## src/rtl/opmode_pkg.sv

```systemverilog
package opmode_pkg;

  typedef enum logic [1:0] {
    MODE_SLEEP = 2'd0,
    MODE_RESET = 2'd1,
    MODE_HALT  = 2'd2,
    MODE_OPER  = 2'd3
  } opMode_e;

  typedef struct packed {
    logic    commit;
    opMode_e nextMode;
    logic    busOffHalt;
  } modeStrobe_t;

  localparam int CTL_W       = 16;
  localparam int SLEEP_BIT   = 10;
  localparam int REQ_LO      = 8;
  localparam int RECOV_LO    = 11;
  localparam logic [CTL_W-1:0] CTL_RESET_VAL = 16'h0500;
  localparam logic [CTL_W-1:0] CTL_ALWAYS_MASK = 16'h1F00;
  localparam logic [CTL_W-1:0] CTL_FMT_MASK = 16'h000F;
  localparam logic [1:0] REQ_OPER   = 2'b00;
  localparam logic [1:0] REQ_RESET  = 2'b01;
  localparam logic [1:0] REQ_HALT   = 2'b10;
  localparam logic [1:0] REQ_FORCE  = 2'b11;
  localparam logic [1:0] RECOV_AUTO_HALT = 2'b01;

endpackage

```

## src/rtl/opmode_ctrl.sv

```systemverilog
module opmode_ctrl
  import opmode_pkg::*;
#(
  parameter int SETTLE_CYCLES = 4
) (
  input  logic              clk,
  input  logic              rstN,
  input  logic [CTL_W-1:0]  ctlReg,
  input  opMode_e           curMode,
  input  logic              busIdle,
  input  logic              busOffPulse,
  output modeStrobe_t       strobe
);

  localparam int CNT_W = (SETTLE_CYCLES > 2) ? $clog2(SETTLE_CYCLES) : 1;
  localparam logic [CNT_W-1:0] CNT_LAST = CNT_W'(SETTLE_CYCLES - 1);

  logic [1:0]       reqField;
  logic [1:0]       recovField;
  logic             sleepReq;
  opMode_e          reqMode;
  opMode_e          targetMode;
  logic             forcedNow;
  logic             boHalt;
  logic             settled;
  logic             gateOk;
  logic             pending;
  opMode_e          pendMode;
  logic [CNT_W-1:0] waitCnt;

  assign reqField   = ctlReg[REQ_LO +: 2];
  assign recovField = ctlReg[RECOV_LO +: 2];
  assign sleepReq   = ctlReg[SLEEP_BIT];

  always_comb begin
    unique case (reqField)
      REQ_OPER: reqMode = MODE_OPER;
      REQ_HALT: reqMode = MODE_HALT;
      default:  reqMode = MODE_RESET;
    endcase
  end

  // Sleep is only reachable from a quiet mode; from operation the request field rules.
  assign targetMode = (sleepReq && (curMode != MODE_OPER)) ? MODE_SLEEP : reqMode;
  assign forcedNow  = (targetMode == MODE_RESET) && (reqField == REQ_FORCE) &&
                      (curMode != MODE_RESET);
  assign boHalt     = busOffPulse && (curMode == MODE_OPER) &&
                      (recovField == RECOV_AUTO_HALT) && !forcedNow;
  assign settled    = pending && (pendMode == targetMode) && (waitCnt == CNT_LAST);
  assign gateOk     = (targetMode != MODE_RESET) || busIdle;

  always_comb begin
    strobe.busOffHalt = boHalt;
    strobe.commit     = forcedNow || boHalt ||
                        ((targetMode != curMode) && settled && gateOk);
    if (forcedNow)   strobe.nextMode = MODE_RESET;
    else if (boHalt) strobe.nextMode = MODE_HALT;
    else             strobe.nextMode = targetMode;
  end

  always_ff @(posedge clk or negedge rstN) begin
    if (!rstN) begin
      pending  <= 1'b0;
      pendMode <= MODE_SLEEP;
      waitCnt  <= '0;
    end else if ((targetMode == curMode) || strobe.commit) begin
      pending  <= 1'b0;
      waitCnt  <= '0;
    end else if (!pending || (pendMode != targetMode)) begin
      pending  <= 1'b1;
      pendMode <= targetMode;
      waitCnt  <= CNT_W'(1);
    end else if (waitCnt != CNT_LAST) begin
      waitCnt  <= waitCnt + CNT_W'(1);
    end
  end

endmodule

```

## src/rtl/opmode_dp.sv

```systemverilog
module opmode_dp
  import opmode_pkg::*;
(
  input  logic              clk,
  input  logic              rstN,
  input  logic              ctlWrEn,
  input  logic [CTL_W-1:0]  ctlWrData,
  input  modeStrobe_t       strobe,
  output logic [CTL_W-1:0]  ctlReg,
  output opMode_e           curMode,
  output logic [CTL_W-1:0]  statusReg,
  output logic              cfgOpen
);

  logic [CTL_W-1:0] wrMask;
  logic [CTL_W-1:0] ctlNext;

  assign wrMask = (curMode == MODE_RESET) ? (CTL_ALWAYS_MASK | CTL_FMT_MASK)
                                          : CTL_ALWAYS_MASK;

  always_comb begin
    ctlNext = ctlReg;
    if (ctlWrEn) ctlNext = (ctlWrData & wrMask) | (ctlReg & ~wrMask);
    if (strobe.busOffHalt) ctlNext[REQ_LO +: 2] = REQ_HALT;
  end

  always_ff @(posedge clk or negedge rstN) begin
    if (!rstN) begin
      ctlReg  <= CTL_RESET_VAL;
      curMode <= MODE_SLEEP;
    end else begin
      ctlReg <= ctlNext;
      if (strobe.commit) curMode <= strobe.nextMode;
    end
  end

  always_comb begin
    statusReg = '0;
    statusReg[8]  = (curMode == MODE_RESET);
    statusReg[9]  = (curMode == MODE_HALT);
    statusReg[10] = (curMode == MODE_SLEEP);
  end

  assign cfgOpen = (curMode == MODE_RESET);

endmodule

```

## src/rtl/opmode_seq.sv

```systemverilog
module opmode_seq
  import opmode_pkg::*;
#(
  parameter int SETTLE_CYCLES = 4
) (
  input  logic        clk,
  input  logic        rstN,
  input  logic        ctlWrEn,
  input  logic [15:0] ctlWrData,
  input  logic        busIdle,
  input  logic        busOffPulse,
  output logic [15:0] ctlRdData,
  output logic [15:0] statusRdData,
  output logic        cfgOpen
);

  modeStrobe_t strobe;
  opMode_e     curMode;

  opmode_ctrl #(.SETTLE_CYCLES(SETTLE_CYCLES)) u_ctrl (
    .clk(clk), .rstN(rstN), .ctlReg(ctlRdData), .curMode(curMode),
    .busIdle(busIdle), .busOffPulse(busOffPulse), .strobe(strobe)
  );

  opmode_dp u_dp (
    .clk(clk), .rstN(rstN), .ctlWrEn(ctlWrEn), .ctlWrData(ctlWrData),
    .strobe(strobe), .ctlReg(ctlRdData), .curMode(curMode),
    .statusReg(statusRdData), .cfgOpen(cfgOpen)
  );

endmodule

```

## config.mk

```make
export PLATFORM = sky130hd
export DESIGN_NAME = opmode_seq
export DESIGN_NICKNAME = d
export VERILOG_FILES = /design/src/rtl/opmode_pkg.sv /design/src/rtl/opmode_ctrl.sv /design/src/rtl/opmode_dp.sv /design/src/rtl/opmode_seq.sv
export SDC_FILE = /design/constraint.sdc
export NUM_CORES = 1
export LEC_CHECK = 0
export ABC_AREA = 1
export CAP_MARGIN = 20
export CORE_MARGIN = 4
export CORE_UTILIZATION = 35
export CTS_CLUSTER_DIAMETER = 200
export DETAILED_ROUTE_END_ITERATION = 8
export PLACE_DENSITY = 0.77
export SLEW_MARGIN = 20
export SYNTH_ARGS = -nofsm -noshare
export SYNTH_HDL_FRONTEND = slang
export SYNTH_SLANG_ARGS = --single-unit
```

## constraint.sdc

```tcl
create_clock -name clk -period 1.3 [get_ports clk]
set_input_delay 0.195 -clock clk [delete_from_list [all_inputs] [get_ports clk]]
set_output_delay 0.195 -clock clk [all_outputs]
set_load 0.005 [all_outputs]
```

Word-level counts from Yosys, hierarchy flattened
Index checks and enable logic that the tools add are counted.
{ "word_totals": {"regBits": 23, "out_inout_bits": 33} }
{ "op_classes": {"add_sub_neg": 1, "n_eq_ne": 16, "mux": 12, "n_bitwise": 5, "reduce_logical": 23} }
{ "ops": {"columns": ["cell", "n"], "rows": [
  ["$and 16x16->16", 2],
  ["$not 16->16", 1],
  ["$or 16x16->16", 1],
  ["$mux 2", 7],
  ["$eq 2x2->1 const B", 5],
  ["$logic_and 1x1->1", 10],
  ["$mux 10", 1],
  ["$eq 2x1->1 const B", 3],
  ["$logic_or 1x1->1", 5],
  ["$eq 2x2->1", 2],
  ["$logic_not 2->1", 2],
  ["$mux 4", 1],
  ["$ne 2x1->1 const B", 2],
  ["$ne 2x2->1", 2],
  ["$ne 2x2->1 const B", 2],
  ["$pmux 2 s2", 1],
  ["$reduce_bool 2->1", 2],
  ["$reduce_bool 3->1", 1],
  ["$add 2x1->2 const B", 1],
  ["$logic_not 1->1", 2],
  ["$mux 1", 2],
  ["$reduce_and 2->1", 1],
  ["$not 1->1", 1]
]} }

Longest topological paths before layout
{ "logic_depth": {"word_depth": 13, "depth_mapped": 10} }

Hierarchy
A second synthesis with hierarchy kept.
{ "unflattened": {"cells_unflattened": 132, "hier_area_um2": 1099.8} }
{ "by_module_without_submodules": {"columns": ["module", "n_inst", "cells_per_inst", "area_per_inst_um2", "seq_area_each_um2"], "rows": [
  ["opmode_dp", 1, 73, 641.9, 277.8],
  ["opmode_ctrl", 1, 59, 457.9, 125.1]
]} }

Worst setup path before layout
Ideal clock, no wire load.
{ "synth_path": {"path_type": "reg2reg", "start": "register u_dp.ctlReg[8]", "end": "register u_dp.curMode[0]", "setup_ns": 0.126, "arrival_time_ns": 1.354, "required_time_ns": 1.174, "slack_ns": -0.180, "path_stages_with_launch": 10, "n_path_buf": 0, "path_cell_list": "dfstp_2 -> inv_1 -> nand2_1 -> nand2_4 -> nand2_1 -> nand2_2 -> nor3_4 -> nand2_2 -> nand2_2 -> o21ai_0"} }
{ "synth_via": {"elab_chain_len": 10, "elab_cells_between_ends": 22} }
{ "synth_rtl": {"columns": ["element", "line", "source"], "rows": [
  ["from (decl)", "opmode_dp.sv:9", "output logic [CTL_W-1:0] ctlReg,"],
  ["from (signal assigned)", "opmode_dp.sv:32", "ctlReg <= ctlNext;"],
  ["$eq 2x2->1 / $logic_not 2->1 (equally long branches)", "opmode_ctrl.sv:36", "unique case (reqField)"],
  ["$pmux 2 s2", "opmode_ctrl.sv:36", null],
  ["$mux 2", "opmode_ctrl.sv:44", "assign targetMode = (sleepReq && (curMode != MODE_OPER)) ? MODE_SLEEP : reqMode;"],
  ["$eq 2x1->1", "opmode_ctrl.sv:45", "assign forcedNow = (targetMode == MODE_RESET) && (reqField == REQ_FORCE) &&"],
  ["$logic_and 1x1->1 (2 in a row)", "opmode_ctrl.sv:45", null],
  ["$logic_not 1->1", "opmode_ctrl.sv:48", "(recovField == RECOV_AUTO_HALT) && !forcedNow;"],
  ["$logic_and 1x1->1", "opmode_ctrl.sv:48", null],
  ["$mux 2 / $logic_or 1x1->1 (equally long branches)", "opmode_ctrl.sv:57, opmode_ctrl.sv:54", null],
  ["$mux 2 / $logic_or 1x1->1 (equally long branches)", "opmode_ctrl.sv:56, opmode_ctrl.sv:54", null],
  ["to (signal assigned)", "opmode_dp.sv:33", "if (strobe.commit) curMode <= strobe.nextMode;"],
  ["to (decl)", "opmode_dp.sv:10", "output opMode_e curMode,"]
]} }
Parallel ways exist; a longest one is shown, timed or not.
A chain may end at the register's enable or synchronous reset.

Worst setup path in the final report
{ "layout_path": {"start": "register u_dp.ctlReg[10]", "end": "register u_ctrl.pendMode[1]"} }
{ "layout_via": {"elab_chain_len": 12, "elab_cells_between_ends": 23} }
{ "layout_rtl": {"columns": ["element", "line", "source"], "rows": [
  ["$logic_and 1x1->1 *", "opmode_ctrl.sv:44", null],
  ["$mux 2 *", "opmode_ctrl.sv:44", null],
  ["$eq 2x1->1", "opmode_ctrl.sv:45", null],
  ["$logic_and 1x1->1 (2 in a row)", "opmode_ctrl.sv:45", null],
  ["$logic_not 1->1", "opmode_ctrl.sv:48", null],
  ["$logic_and 1x1->1", "opmode_ctrl.sv:48", null],
  ["$logic_or 1x1->1 (2 in a row)", "opmode_ctrl.sv:54", "strobe.commit = forcedNow || boHalt ||"],
  ["$logic_or 1x1->1", "opmode_ctrl.sv:66", "end else if ((targetMode == curMode) || strobe.commit) begin"],
  ["$not 1->1 (no line)", null, null],
  ["$reduce_and 2->1 (no line)", null, null],
  ["to (signal assigned)", "opmode_ctrl.sv:71", "pendMode <= targetMode;"],
  ["to (decl)", "opmode_ctrl.sv:28", "opMode_e pendMode;"]
]} }
Mark *: on every way between the ends. The rest lies on a longest branch, timed or not.

==> results.yml <==
setup_path:
  worst_r2r_path_depth: 10
  crit_fanout: 7
  critical_path.n_buffers_inverters: 1
  reg2reg_from: "u_dp.ctlReg[10]"
  worstPathArrival_ps: 1720
  r2r_slack_ps: -240
  timing.critical_path.required_ps: 1470
  rr_endpoint: "u_ctrl.pendMode[1]"
  worst-setup-path-type: "reg -> reg"
  worst_setup_path_end_kind: "register"
  cpMaxStageDelayCell: "sky130_fd_sc_hd__dfstp_2"
  path_depth: 10
  worst_path_dominant_cell_family: "simple AND/OR/NAND/NOR gates"
  setup.worst_path.start_class: "register"
  timing.critical_path.cells: "buf_6 > nand2_8 > nand2_8 > nand2_1 > nand2_1 > a21oi_2 > nand2_4 > nand3_4 > nand2_2 > nand2_1"
  cpMostUsedCell: "sky130_fd_sc_hd__nand2_1"
  largest_stage_delay_worst_path_ps: 550
route:
  drt-pass1-iter-count: 4
  routed-via-count: 913
  vias_per_cell: 4.542
  antenna_left: 0
  routed_wire_length_per_instance_microns: 12.59
  drt-initial-drc-count: 7
  remaining_drc_errors: 0
  drt_wl_total_microns: 2531
pwr:
  highest_ir_drop_seen_on_vdd_mv: 1.380
  p_leak_nw: 0.8186
  fin_total_pwr_mw: 3.040
  p_per_area_nw_per_um2: 1860
placed_design:
  io_buffer_count: 26
  detailedPlace.worstSlack_ps: -207.9
  detailed_place.area_sq_um: 1399
  gp_congestion: 0.8436
  placed_cells: 190
  post-dp-hpwl_microns: 1850
yosys:
  yosys_warnings: 0
  synthCells: 118
  netlist_area_sq_um: 1022
  synth_area_leaders: "sky130_fd_sc_hd__dfrtp_1, sky130_fd_sc_hd__buf_4, sky130_fd_sc_hd__mux2_2"
  postSynthAreaPerCell_sq_um: 8.663
  area_share_of_fa_ha_maj_cells_after_synthesis: 0.01224
  yosysTopAreaCell: "sky130_fd_sc_hd__dfrtp_1"
  yosys_most_used_dff: "sky130_fd_sc_hd__dfrtp_1"
  synth-edff-count: 0
  yosys.area.top_type_share: 0.3427
  synth_seq_cells: 16
  synth-simple-area-share: 0.2754
  synth_top_family_by_area: "simple AND/OR/NAND/NOR gates"
  synth-compound-area-share: 0.02693
  synth-xor-area-share: 0.008568
  seq_area_frac_synth: 0.3941
  asyncSetResetFlopFracSynth: 1.000
  distinct_cell_type_count_after_synthesis: 25
  synth.mux.area_fraction: 0.07711
cells_and_area:
  storage_element_area_sq_um: 402.9
  instances_no_fill: 201
  layout.nets: 193
  areaGrowthSynthToFinish_pct: 59.85
  nFillCells: 217
  layout.cell_area.non_filler_sq_um: 1634
  multi_input_comb_area_sq_um: 659.4
  insertedDiodeCount: 0
  post-route-util: 0.5875
  post_route_cells_drive_above_1_share: 0.4647
timing:
  final.setup.worst_slack_ps: -244.4
  finalSetupViolCount: 17
  hold_viol: 0
  post_layout_min_period_ps: 1544
  final_max_slew_viol_count: 0
  fin_skew_ps: 10.49
  fmaxAchievable_mhz: 647.5
  setup_repair_after_global_routing_missed_its_margin: "yes"
  final.setup.tns_ps: -2599
  fin_hold_ws_ps: 222.4
  period_share: 1.188
floorplan:
  design.core.area_sq_um: 2781
  y_dimension_of_the_die_microns: 62.05
  core.rowCount: 19
  initial_utilization: 0.3675
  ios: 54
  design.die.area_sq_um: 3850
  die-width_microns: 62.05
run_status:
  status: "finished with violations"
  failing_checks: "negative setup slack"
job:
  drv.max_cap_violation_count: 0
global_route:
  global_route.usage.total: 0.1371
  grt_max_degree: 17
  globalRoute.totalOverflow: 0
  first_global_vias: 958
  grt_antenna_before_repair: 0
  global_route_wire_length_before_repair_microns: 3857
clock_network:
  clk-insertion-delay-late_ps: 280
  clkTransAtPathRegs_ps: 100
  clockRootBuffer: "sky130_fd_sc_hd__clkbuf_4"
  cts_made_buffers: 3
  tritoncts: "yes"
  htree_num_levels: 1
  cts_buffer_depth: 2
  cts_sinks: 16
min_path:
  hold_path.class: "in -> async"
cell families (layout without fill, tap and decap cells):
group                      after synthesis  count (layout)
and+or+nand+nor                         53              53
buffers and inverters                   34              67
DFF                                     16              16
muxes                                    7               7
AOI/OAI and AO/OA                        5               5
adders and majority gates                1               1
other                                    1              20
xor gates and xnor gates                 1               1
worst max-delay path by stage:
stage | slack (ps) | from | endpoint
floorplan | -60 | u_dp.curMode[0] | u_dp.curMode[0]
global placement | -160 | u_dp.curMode[1] | u_dp.curMode[1]
detailed placement | -210 | u_dp.curMode[1] | u_dp.curMode[0]
CTS | -260 | u_dp.ctlReg[10] | u_dp.curMode[0]
global route | -350 | u_dp.ctlReg[8] | u_dp.curMode[1]
finish | -240 | u_dp.ctlReg[10] | u_ctrl.pendMode[1]
routing by layer:
metal,up-vias,wire length [microns],GRT usage
met2,41,1352,0.2544
met4,0,14,0.02424
li1,444,-,-
met5,-,0,0
met1,424,964,0.1483
met3,4,199,0.05165
layout by cell type (no fill, tap or decap), types with 5 or more instances in the layout:
| cell | Yosys | routed |
|---|---|---|
| sky130_fd_sc_hd__buf_4 | 21 | 19 |
| sky130_fd_sc_hd__buf_6 | 0 | 6 |
| sky130_fd_sc_hd__clkdlybuf4s50_1 | 0 | 13 |
| sky130_fd_sc_hd__conb_1 | 1 | 20 |
| sky130_fd_sc_hd__dfrtp_1 | 14 | 14 |
| sky130_fd_sc_hd__dlygate4sd2_1 | 0 | 7 |
| sky130_fd_sc_hd__inv_1 | 12 | 8 |
| sky130_fd_sc_hd__nand2_1 | 20 | 12 |
| sky130_fd_sc_hd__nand2_2 | 5 | 6 |
| sky130_fd_sc_hd__nand2_4 | 2 | 5 |
| sky130_fd_sc_hd__nor2_1 | 12 | 5 |
synth_stat cells (2+ instances only):
cell type / number
sky130_fd_sc_hd__buf_4: 21
sky130_fd_sc_hd__nand2_1: 20
sky130_fd_sc_hd__dfrtp_1: 14
sky130_fd_sc_hd__inv_1: 12
sky130_fd_sc_hd__nor2_1: 12
sky130_fd_sc_hd__mux2_2: 7
sky130_fd_sc_hd__nand2_2: 5
sky130_fd_sc_hd__nand3_1: 5
sky130_fd_sc_hd__a21oi_1: 2
sky130_fd_sc_hd__dfstp_2: 2
sky130_fd_sc_hd__nand2_4: 2
sky130_fd_sc_hd__nand3_2: 2
sky130_fd_sc_hd__nand4_1: 2
power by group:
part           total, mW  switching (mW)  internal, mW
combinational       1.88           0.918         0.964
clock              0.329           0.159         0.170
sequential         0.830           0.141         0.689
final cells by class:
class                           count  area share
Clock buffer                        4     0.02221
Inverter                           12     0.03216
Multi-Input combinational cell     87      0.4035
Sequential cell                    16      0.2466
Tap cell                           31     0.02374
Timing Repair Buffer               51      0.2718
repair_timing:
item / CTS / global route
endpoints found under the setup margin: 26 / 18
resized for setup: 43 / 30
setup buffers: 7 / 1
hold buffers: 0 / 0
pin swaps: 9 / 10
No activity file was read; power rests on OpenSTA's default activity.
